`config.mk`:
```
export PLATFORM = sky130hd
export DESIGN_NAME = pix_frame_capture
export DESIGN_NICKNAME = d
export VERILOG_FILES = /design/src/rtl/pfc_pkg.sv /design/src/rtl/pfc_edge.sv /design/src/rtl/pfc_ctrl.sv /design/src/rtl/pfc_pack.sv /design/src/rtl/pix_frame_capture.sv
export SDC_FILE = /design/constraint.sdc
export NUM_CORES = 1
export LEC_CHECK = 0
export CORE_MARGIN = 8
export CORE_UTILIZATION = 42
export DETAILED_ROUTE_END_ITERATION = 12
export PLACE_DENSITY = 0.74
export SLEW_MARGIN = 40
export SYNTH_ARGS = -nofsm -noshare
export SYNTH_HDL_FRONTEND = slang
export SYNTH_SLANG_ARGS = --single-unit
```
`constraint.sdc`:
```
create_clock -name clk -period 1.47 [get_ports clk]
set_input_delay 0.147 -clock clk [delete_from_list [all_inputs] [get_ports clk]]
set_output_delay 0.147 -clock clk [all_outputs]
set_load 0.005 [all_outputs]
```
`src/rtl/pfc_pkg.sv`:
```
package pfc_pkg;

    typedef enum logic [2:0] {
        CAP_IDLE = 3'd0,
        CAP_ARM  = 3'd1,
        CAP_GAP  = 3'd2,
        CAP_HALF = 3'd3,
        CAP_FIN  = 3'd4
    } cap_state_e;

    typedef struct packed {
        cap_state_e st;
        logic       clr;
    } ctrl_regs_t;

endpackage

```
`src/rtl/pfc_edge.sv`:
```
module pfc_edge #(
    parameter bit RISE = 1'b1
) (
    input  logic clk,
    input  logic rst_n,
    input  logic sig_i,
    output logic edge_o
);

    logic prev_d, prev_q;

    always_comb begin
        prev_d = sig_i;
    end

    always_ff @(posedge clk or negedge rst_n) begin
        if (!rst_n) prev_q <= 1'b0;
        else        prev_q <= prev_d;
    end

    generate
        if (RISE) begin : g_rise
            assign edge_o = sig_i & ~prev_q;
        end else begin : g_fall
            assign edge_o = ~sig_i & prev_q;
        end
    endgenerate

    AST_EDGE_SINGLE: assert property (@(posedge clk) disable iff (!rst_n)
        edge_o |=> !edge_o) else $error("edge flagged twice");

endmodule

```
`src/rtl/pfc_ctrl.sv`:
```
module pfc_ctrl
    import pfc_pkg::*;
(
    input  logic clk,
    input  logic rst_n,
    input  logic req_i,
    input  logic fv_i,
    input  logic fv_rise_i,
    input  logic lv_i,
    output logic take_first_o,
    output logic take_second_o,
    output logic clr_o,
    output logic done_o
);

    ctrl_regs_t regs_d, regs_q;

    always_comb begin
        regs_d        = regs_q;
        regs_d.clr    = 1'b0;
        take_first_o  = 1'b0;
        take_second_o = 1'b0;
        unique case (regs_q.st)
            CAP_IDLE: begin
                if (req_i) begin
                    regs_d.st  = CAP_ARM;
                    regs_d.clr = 1'b1;
                end
            end
            CAP_ARM: begin
                if (fv_rise_i) regs_d.st = CAP_GAP;
            end
            CAP_GAP: begin
                if (!fv_i) begin
                    regs_d.st = CAP_FIN;
                end else if (lv_i) begin
                    take_first_o = 1'b1;
                    regs_d.st    = CAP_HALF;
                end
            end
            CAP_HALF: begin
                take_second_o = lv_i;
                regs_d.st     = CAP_GAP;
            end
            CAP_FIN: begin
                if (!req_i) regs_d.st = CAP_IDLE;
            end
            default: regs_d.st = CAP_IDLE;
        endcase
    end

    always_ff @(posedge clk or negedge rst_n) begin
        if (!rst_n) begin
            regs_q.st  <= CAP_IDLE;
            regs_q.clr <= 1'b0;
        end else begin
            regs_q <= regs_d;
        end
    end

    assign clr_o  = regs_q.clr;
    assign done_o = (regs_q.st == CAP_FIN);

    AST_CLR_SINGLE: assert property (@(posedge clk) disable iff (!rst_n)
        clr_o |=> !clr_o) else $error("clear longer than one cycle");
    AST_CLR_FROM_REQ: assert property (@(posedge clk) disable iff (!rst_n)
        clr_o |-> $past(req_i)) else $error("clear without request");
    AST_DONE_STICKY: assert property (@(posedge clk) disable iff (!rst_n)
        (done_o && req_i) |=> done_o) else $error("done dropped early");

endmodule

```
`src/rtl/pfc_pack.sv`:
```
module pfc_pack #(
    parameter int BYTE_W   = 8,
    parameter bit HI_FIRST = 1'b1
) (
    input  logic                  clk,
    input  logic                  rst_n,
    input  logic                  take_first_i,
    input  logic                  take_second_i,
    input  logic [BYTE_W-1:0]     byte_i,
    output logic [2*BYTE_W-1:0]   word_o,
    output logic                  wr_o
);

    localparam int WORD_W = 2 * BYTE_W;

    typedef struct packed {
        logic [BYTE_W-1:0] hold;
        logic [WORD_W-1:0] word;
        logic              wr;
    } pack_regs_t;

    pack_regs_t        regs_d, regs_q;
    logic [WORD_W-1:0] joined;

    generate
        if (HI_FIRST) begin : g_hi_first
            assign joined = {regs_q.hold, byte_i};
        end else begin : g_lo_first
            assign joined = {byte_i, regs_q.hold};
        end
    endgenerate

    always_comb begin
        regs_d    = regs_q;
        regs_d.wr = 1'b0;
        if (take_first_i) regs_d.hold = byte_i;
        if (take_second_i) begin
            regs_d.word = joined;
            regs_d.wr   = 1'b1;
        end
    end

    always_ff @(posedge clk or negedge rst_n) begin
        if (!rst_n) regs_q <= '0;
        else        regs_q <= regs_d;
    end

    assign word_o = regs_q.word;
    assign wr_o   = regs_q.wr;

    AST_ONE_TAKE: assert property (@(posedge clk) disable iff (!rst_n)
        !(take_first_i && take_second_i)) else $error("both halves taken at once");

endmodule

```
`src/rtl/pix_frame_capture.sv`:
```
module pix_frame_capture #(
    parameter int BYTE_W   = 8,
    parameter bit HI_FIRST = 1'b1
) (
    input  logic                clk,
    input  logic                rst_n,
    input  logic                cap_req_i,
    input  logic                fv_i,
    input  logic                lv_i,
    input  logic [BYTE_W-1:0]   byte_i,
    output logic [2*BYTE_W-1:0] pix_word_o,
    output logic                wr_en_o,
    output logic                addr_clr_o,
    output logic                addr_inc_o,
    output logic                done_o
);

    logic fv_rise;
    logic take_first;
    logic take_second;
    logic word_wr;

    pfc_edge #(.RISE(1'b1)) u_fv_edge (
        .clk    (clk),
        .rst_n  (rst_n),
        .sig_i  (fv_i),
        .edge_o (fv_rise)
    );

    pfc_ctrl u_ctrl (
        .clk           (clk),
        .rst_n         (rst_n),
        .req_i         (cap_req_i),
        .fv_i          (fv_i),
        .fv_rise_i     (fv_rise),
        .lv_i          (lv_i),
        .take_first_o  (take_first),
        .take_second_o (take_second),
        .clr_o         (addr_clr_o),
        .done_o        (done_o)
    );

    pfc_pack #(.BYTE_W(BYTE_W), .HI_FIRST(HI_FIRST)) u_pack (
        .clk           (clk),
        .rst_n         (rst_n),
        .take_first_i  (take_first),
        .take_second_i (take_second),
        .byte_i        (byte_i),
        .word_o        (pix_word_o),
        .wr_o          (word_wr)
    );

    assign wr_en_o    = word_wr;
    assign addr_inc_o = word_wr;

    AST_WR_AFTER_LINE: assert property (@(posedge clk) disable iff (!rst_n)
        wr_en_o |-> $past(lv_i)) else $error("write without line data");
    AST_QUIET_WHEN_DONE: assert property (@(posedge clk) disable iff (!rst_n)
        done_o |-> !wr_en_o) else $error("write while done");
    AST_CLR_NO_WR: assert property (@(posedge clk) disable iff (!rst_n)
        addr_clr_o |-> !wr_en_o) else $error("write during clear");

endmodule

```
Yosys cells after proc, flatten, opt, wreduce, memory -nomap -nowiden
Index checks and enable logic that the tools add are counted.
{"block": "op_classes", "bitwise_logic": 2, "mux": 12, "n_eq_ne": 8, "reduce_logical": 2}
{"cell": "$pmux 3 s5", "n": 1}
{"cell": "$mux 3", "n": 4}
{"cell": "$eq 3x2->1 const B", "n": 2}
{"cell": "$mux 1", "n": 6}
{"cell": "$ne 2x2->1 const B", "n": 3}
{"cell": "$mux 4", "n": 1}
{"cell": "$reduce_and 4->1", "n": 1}
{"cell": "$eq 3x1->1 const B", "n": 1}
{"cell": "$eq 3x3->1 const B", "n": 1}
{"cell": "$logic_not 3->1", "n": 1}
{"cell": "$ne 3x3->1 const B", "n": 1}
{"cell": "$and 1x1->1", "n": 1}
{"cell": "$not 1->1", "n": 1}
{"block": "word_totals", "output_inout_bits": 20, "wordCells": 30, "in_bits": 13, "ff_bits": 30}

Logic depth before layout (Yosys ltp)
Gate-level depths: netlist (run 1).
{"block": "depth", "depth_word": 4, "ltp_mapped": 4, "depth_no_buf": 3}

By module
A second synthesis (run 1) with hierarchy kept.
{"block": "hier_totals", "cells_unflattened": 76, "hier_area_um2": 1217.4}
{"mod": "pfc_pack", "seq_area_each_um2": 625.6, "area_each_um2": 969.7, "cells_each": 52, "instances": 1}
{"mod": "pfc_ctrl", "seq_area_each_um2": 100.1, "area_each_um2": 201.4, "cells_each": 21, "instances": 1}
{"mod": "pfc_edge", "seq_area_each_um2": 25.0, "area_each_um2": 38.8, "cells_each": 2, "instances": 1}
{"mod": "pix_frame_capture", "seq_area_each_um2": 0.0, "area_each_um2": 7.5, "cells_each": 1, "instances": 1}

Worst setup path after synthesis (run 1)
No wires, ideal clock.
{"block": "synth_path", "path_type": "flip-flop to flip-flop", "from": "register u_ctrl.regs_q[3]", "to": "register u_pack.regs_q[19], in the netlist u_pack.joined[10]", "arrival_time_ns": 1.319, "synth_period_minus_slack_ns": 1.444, "path_slack_ns": 0.026, "stages_incl_launch_ff": 5, "required_ns": 1.345, "setup_time_ns": 0.125, "path_buffers": 1, "path_cell_list": "dfrtp_1 -> buf_2 -> nand2b_1 -> nor3_4 -> mux2_2"}
{"block": "synth_via", "elab_chain_cells": 2}
{"item": "start, declared", "line": "pfc_ctrl.sv:16", "text": "ctrl_regs_t regs_d, regs_q;"}
{"item": "start signal, assigned", "line": "pfc_ctrl.sv:57", "text": "regs_q <= regs_d;"}
{"item": "$eq 3x2->1", "line": "pfc_ctrl.sv:23", "text": "unique case (regs_q.st)"}
{"item": "$mux 1", "line": "pfc_ctrl.sv:23"}
{"item": "end signal, assigned", "line": "pfc_pack.sv:45", "text": "else regs_q <= regs_d;"}
{"item": "end, declared", "line": "pfc_pack.sv:22", "text": "pack_regs_t regs_d, regs_q;"}
Every way passes these cells.
A chain may end at the register's enable or synchronous reset.

Final worst setup path (run 1)
{"block": "layout_path", "from": "register u_ctrl.regs_q[3]", "to": "register u_pack.regs_q[11], in the netlist u_pack.word_o[10]"}
Same word-level chain as after synthesis.

==> impl_metrics.yaml, run 1 <==
run_status:
  status: "finished clean"
route:
  via_count: 828
  vias_per_cell: 5.14
  wl_mm: 2.66
  drc: 0
  ant_nets: 0
  drt_iter0_markers: 37
  dr.pass1.iters: 4
  routedWlPerCell_um: 16.5
placement:
  gp_congestion: 0.716
  port-buffer-count: 32
  place_ws_ps: -80.2
  dp_hpwl_mm: 1.80
critical_path:
  slowest_delay_ps: 390
  reg2reg_from: "u_ctrl.regs_q[3]"
  crit_family: "buffers and inverters"
  startpoint: "u_ctrl.regs_q[3]"
  crit_buf_inv: 3
  r2r_cells: 5
  path_max_fanout: 8
  r2r-end: "u_pack.word_o[10]"
  ff2ff_setup_slack_ps: 50
  required_ps: 1680
  critPathLaunchType: "register"
  slowest_stage: "dfrtp_1"
  critPathArrivalTime_ps: 1630
  worstSetupEndpointType: "register"
  crit_type: "register to register"
  cp_cell_sequence: "buf_6 -> buf_4 -> nand4b_4 -> clkbuf_16 -> mux2_2"
sta:
  finalHoldViolations: 0
  maxSlewViolCount: 0
  max_freq_mhz: 704
  fin_worst_skew_ps: 8.03
  rsz0062_at_grt: "false"
  slew_headroom: 0.753
  finalCritPeriodShare: 0.966
  worst_slack_ps: 50.4
  hold_ws_ps: 203
  setup_viol: 0
  worstMarginPinSlew_ps: 370
  min_period_ps: 1420
synth:
  synth_largest_area_cell: "dfrtp_1"
  syn_area_um2: 1220
  avgSynthCellArea_um2: 15.0
  synthArstFlopShare: 1.00
  syn-num-nets: 94
  ys.flop_type: "dfrtp_1"
  synth_area_leaders: "dfrtp_1, mux2_2, nand4b_4, nand2b_1, o22a_1"
  synth-edff-count: 0
  synth_cell_type_count: 21
  synthCells: 81
  yosysWarnings: 0
  ys_ff_latch: 30
  ys_seq_area_frac: 0.617
  synth_top_cell_area_share: 0.617
floorplanning:
  die_height_um: 69.8
  die-area_um2: 4880
  start_util: 0.441
  pin_count: 33
  core_area_um2: 2760
  die_w_um: 69.8
  num_rows: 19
final_layout:
  antennaDiodeCount: 0
  layout_common_cells: "clkdlybuf4s50_1, dfrtp_1, mux2_2"
  layout_commonest_cell: "clkdlybuf4s50_1"
  nets: 143
  drive_gt1_frac: 0.400
  syn2layout_area_growth_pct: 47.2
pwr:
  power_leakage_nw: 0.813
  power_density_nw_per_um2: 1940
  max-vdd-ir-drop_v: 0.00142
global_route:
  grt_max_degree: 31
  antenna_found_initial: 0
  groute.usage.overall: 0.107
  grt_pass1_wl_mm: 4.15
  overflow: 0
  grt_pass1_vias: 911
min_path:
  min-delay-path-class: "input port to async pin"
clocking:
  clk_path_buf_depth: 2
  clk_latency_ps: 320
  root_buffer: "clkbuf_4"
  path_clk_slew_ps: 90
  cts_max_level: 2
  tritoncts: "done"
  cts_sinks: 30
  numCtsBuffers: 5
job:
  cap_viol_max_count: 0
## through the flow
| step | instances | TNS, ps | utilization | power (mW) | area, um^2 |
|---|---|---|---|---|---|
| floorplan | 81 | 0 | - | 2.00 | 1220 |
| global placement | 149 | -338 | 0.596 | 2.66 | 1640 |
| detailed placement | 149 | -635 | 0.596 | 2.73 | 1640 |
| CTS | 159 | 0 | 0.637 | 3.47 | 1760 |
| global route | 161 | 0 | 0.650 | 3.69 | 1790 |
| finish | 161 | 0 | 0.650 | 3.47 | 1790 |
## area by class of cell
| type | count | area, um^2 |
|---|---|---|
| Tap cell | 31 | 38.8 |
| Multi-Input combinational cell | 45 | 437 |
| Timing Repair Buffer | 47 | 478 |
| Clock inverter | 1 | 30.0 |
| Clock buffer | 6 | 51.3 |
| Fill cell | 213 | 966 |
| Sequential cell | 30 | 753 |
| Inverter | 1 | 3.75 |
## worst max path at each step
stage,to,slack [ps],cells after the start
after floorplan,u_pack.joined[10],30,4
after global placement,u_pack.joined[10],-40,5
after detailed placement,u_pack.joined[11],-80,5
after CTS,u_pack.word_o[8],50,5
after global routing,u_pack.word_o[10],10,5
final,u_pack.word_o[10],50,5
## synth_stat cells, types with 2 or more instances
master and number:
dfrtp_1 30, a21oi_1 3, nor2_1 2, buf_2 3
mux2_2 24, o22a_1 2, nand2b_1 3
## report_power, final
group / internal (mW) / switching (mW) / leakage (nW)
registers: 1.20 / 0.186 / 0.368
logic: 0.955 / 0.465 / 0.401
clock network: 0.396 / 0.271 / 0.0443
## flip-flops by register name, summed over array words and instances, names as in the netlist
signal,count
u_pack.joined,8
u_ctrl.clr_o,1
u_fv_edge.prev_q,1
u_ctrl.regs_q,3
u_pack.word_o,16
u_pack.wr_o,1
## metal layers
metal  share of wire  global-route usage
met5               0                   0
met4           0.031              0.0647
met3           0.063              0.0544
met2            0.53               0.185
met1            0.37              0.0981
## logic make-up (layout without fill, tap and decap cells)
kind of cell	Yosys count	in the layout	share of synthesized area
buffers and inverters	6	55	0.0308
multiplexers	24	24	0.222
AND/OR/NAND/NOR	14	14	0.0925
AO/OA/AOI/OAI	6	6	0.0308
flip-flops	30	30	0.617
XOR/XNOR	1	1	0.00720
## timing repair
| item | 4_1_cts | 5_1_grt |
|---|---|---|
| pin swaps | 0 | 1 |
| resized for setup | 4 | 1 |
| cloned | 0 | 1 |
| setup endpoints to repair | 1 | 1 |
| setup buffers | 3 | 1 |
| hold buffers | 0 | 0 |
Note: power is estimated with default switching activity, not from simulation.
==> run 2: changes to the inputs <==
- CELL_PAD_IN_SITES_DETAIL_PLACEMENT: not set -> 2
- CELL_PAD_IN_SITES_GLOBAL_PLACEMENT: not set -> 2
- CORE_UTILIZATION: 42 -> 28
- PLACE_DENSITY: 0.74 -> not set
- PLACE_DENSITY_LB_ADDON: not set -> 0.1
==> impl_metrics.yaml, run 2 (synthesis results as in run 1) <==
sta:
  setup_viol: 0
  worstMarginPinSlew_ps: 374
  rsz0062_at_grt: "false"
  min_period_ps: 1380
  max_freq_mhz: 722
  hold_ws_ps: 258
  slew_headroom: 0.750
  finalCritPeriodShare: 0.942
  worst_slack_ps: 85.1
  fin_worst_skew_ps: 7.59
  finalHoldViolations: 0
  maxSlewViolCount: 0
global_route:
  antenna_found_initial: 0
  grt_max_degree: 31
  groute.usage.overall: 0.0946
  overflow: 0
  grt_pass1_wl_mm: 4.73
  grt_pass1_vias: 954
critical_path:
  critPathArrivalTime_ps: 1540
  r2r_cells: 4
  critPathLaunchType: "register"
  slowest_delay_ps: 420
  crit_type: "register to register"
  ff2ff_setup_slack_ps: 90
  required_ps: 1620
  path_max_fanout: 8
  cp_cell_sequence: "buf_4 -> nor3_4 -> buf_12 -> mux2_2"
  worstSetupEndpointType: "register"
  slowest_stage: "dfrtp_2"
final_layout:
  layout_commonest_cell: "clkdlybuf4s50_1"
  drive_gt1_frac: 0.370
  largest_reg_flops: 16
  syn2layout_area_growth_pct: 45.6
  postLayoutCellArea_um2: 1770
  antennaDiodeCount: 0
  layout_common_cells: "clkdlybuf4s50_1, dfrtp_1, mux2_2"
  final_cells: 179
  nets: 139
placement:
  placed_cells: 169
  gp_congestion: 0.749
  port-buffer-count: 32
  dpl_cell_area_um2: 1660
  dp_hpwl_mm: 2.06
  place_ws_ps: -89.8
floorplanning:
  core_area_um2: 4260
  pin_count: 33
  die-area_um2: 6710
  start_util: 0.286
  die_w_um: 81.9
  die_height_um: 81.9
  num_rows: 24
pwr:
  power_density_nw_per_um2: 1920
  seqPwrFrac: 0.408
  swShare: 0.272
  pwr-share-clk: 0.196
  combPwrFrac: 0.396
  internal-power_mw: 2.48
  power_leakage_nw: 0.791
  max-vdd-ir-drop_v: 0.000866
  p_switching_uw: 925
  finalPower_mw: 3.40
route:
  drc: 0
  wl_mm: 2.79
  ant_nets: 0
  routedWlPerCell_um: 15.6
  drt_iter0_markers: 18
  vias_per_cell: 4.49
  dr.pass1.iters: 2
  via_count: 803
min_path:
  min-delay-path-class: "input port to async pin"
clocking:
  numCtsBuffers: 5
  clk_path_buf_depth: 2
  root_buffer: "clkbuf_8"
  cts_max_level: 2
  cts_sinks: 30
  clk_latency_ps: 270
  path_clk_slew_ps: 60
  tritoncts: "done"
run_status:
  status: "finished clean"
job:
  cap_viol_max_count: 0
-- run 2: path summary, 6_finish.rpt --
| path | startpoint | end |
|---|---|---|
| setup / recovery | u_ctrl.regs_q[1] | u_pack.joined[8] |
| hold / removal | rst_n | u_ctrl.clr_o |
| setup reg to reg | u_ctrl.regs_q[1] | u_pack.joined[8] |
| hold reg to reg | u_pack.joined[15] | u_pack.joined[15] |
| max in group asynchronous | rst_n | u_ctrl.regs_q[2] |
| min in group clk | u_pack.joined[15] | u_pack.joined[15] |
-- run 2: routing by layer --
metal,vias to the layer above,GRT usage,wire (um)
li1,371,-,-
met1,403,0.109,1230
met2,25,0.150,1320
met3,4,0.0427,211
met4,0,0.0368,29
met5,-,0,0
-- run 2: critical path, delay by kind of cell, from the launching register on --
family,cells,cell delay [ps]
buffers and inverters,2,320
flip-flops,1,420
multiplexers,1,320
AND/OR/NAND/NOR,1,200
-- run 2: metrics by stage --
step | util | TNS, ps
after detailed placement | 0.390 | -720
final | 0.416 | 0
after floorplan | - | 0
after CTS | 0.415 | 0
after global routing | 0.416 | 0
after global placement | 0.390 | -435
-- run 2: power by group through the flow --
| stage | Combinational, mW | Clock [mW] | Sequential [mW] |
|---|---|---|---|
| detailed placement | 1.29 | 0 | 1.44 |
| finish | 1.35 | 0.667 | 1.39 |
| floorplan | 0.616 | 0 | 1.38 |
| global placement | 1.25 | 0 | 1.43 |
| global route | 1.48 | 0.740 | 1.45 |
| CTS | 1.38 | 0.691 | 1.39 |
-- run 2: final cells by class --
class,count,area [um^2]
Timing Repair Buffer,43,430
Clock inverter,1,5.00
Inverter,1,3.75
Fill cell,426,2490
Multi-Input combinational cell,45,429
Clock buffer,7,86.3
Sequential cell,30,753
Tap cell,52,65.1
-- run 2: timing repair --
item                       in CTS  in global routing
hold buffers                    0                  0
resized for setup               3                  1
setup endpoints to repair       1                  1
gates cloned                    0                  0
pin swaps                       0                  1
buffers inserted                2                  0
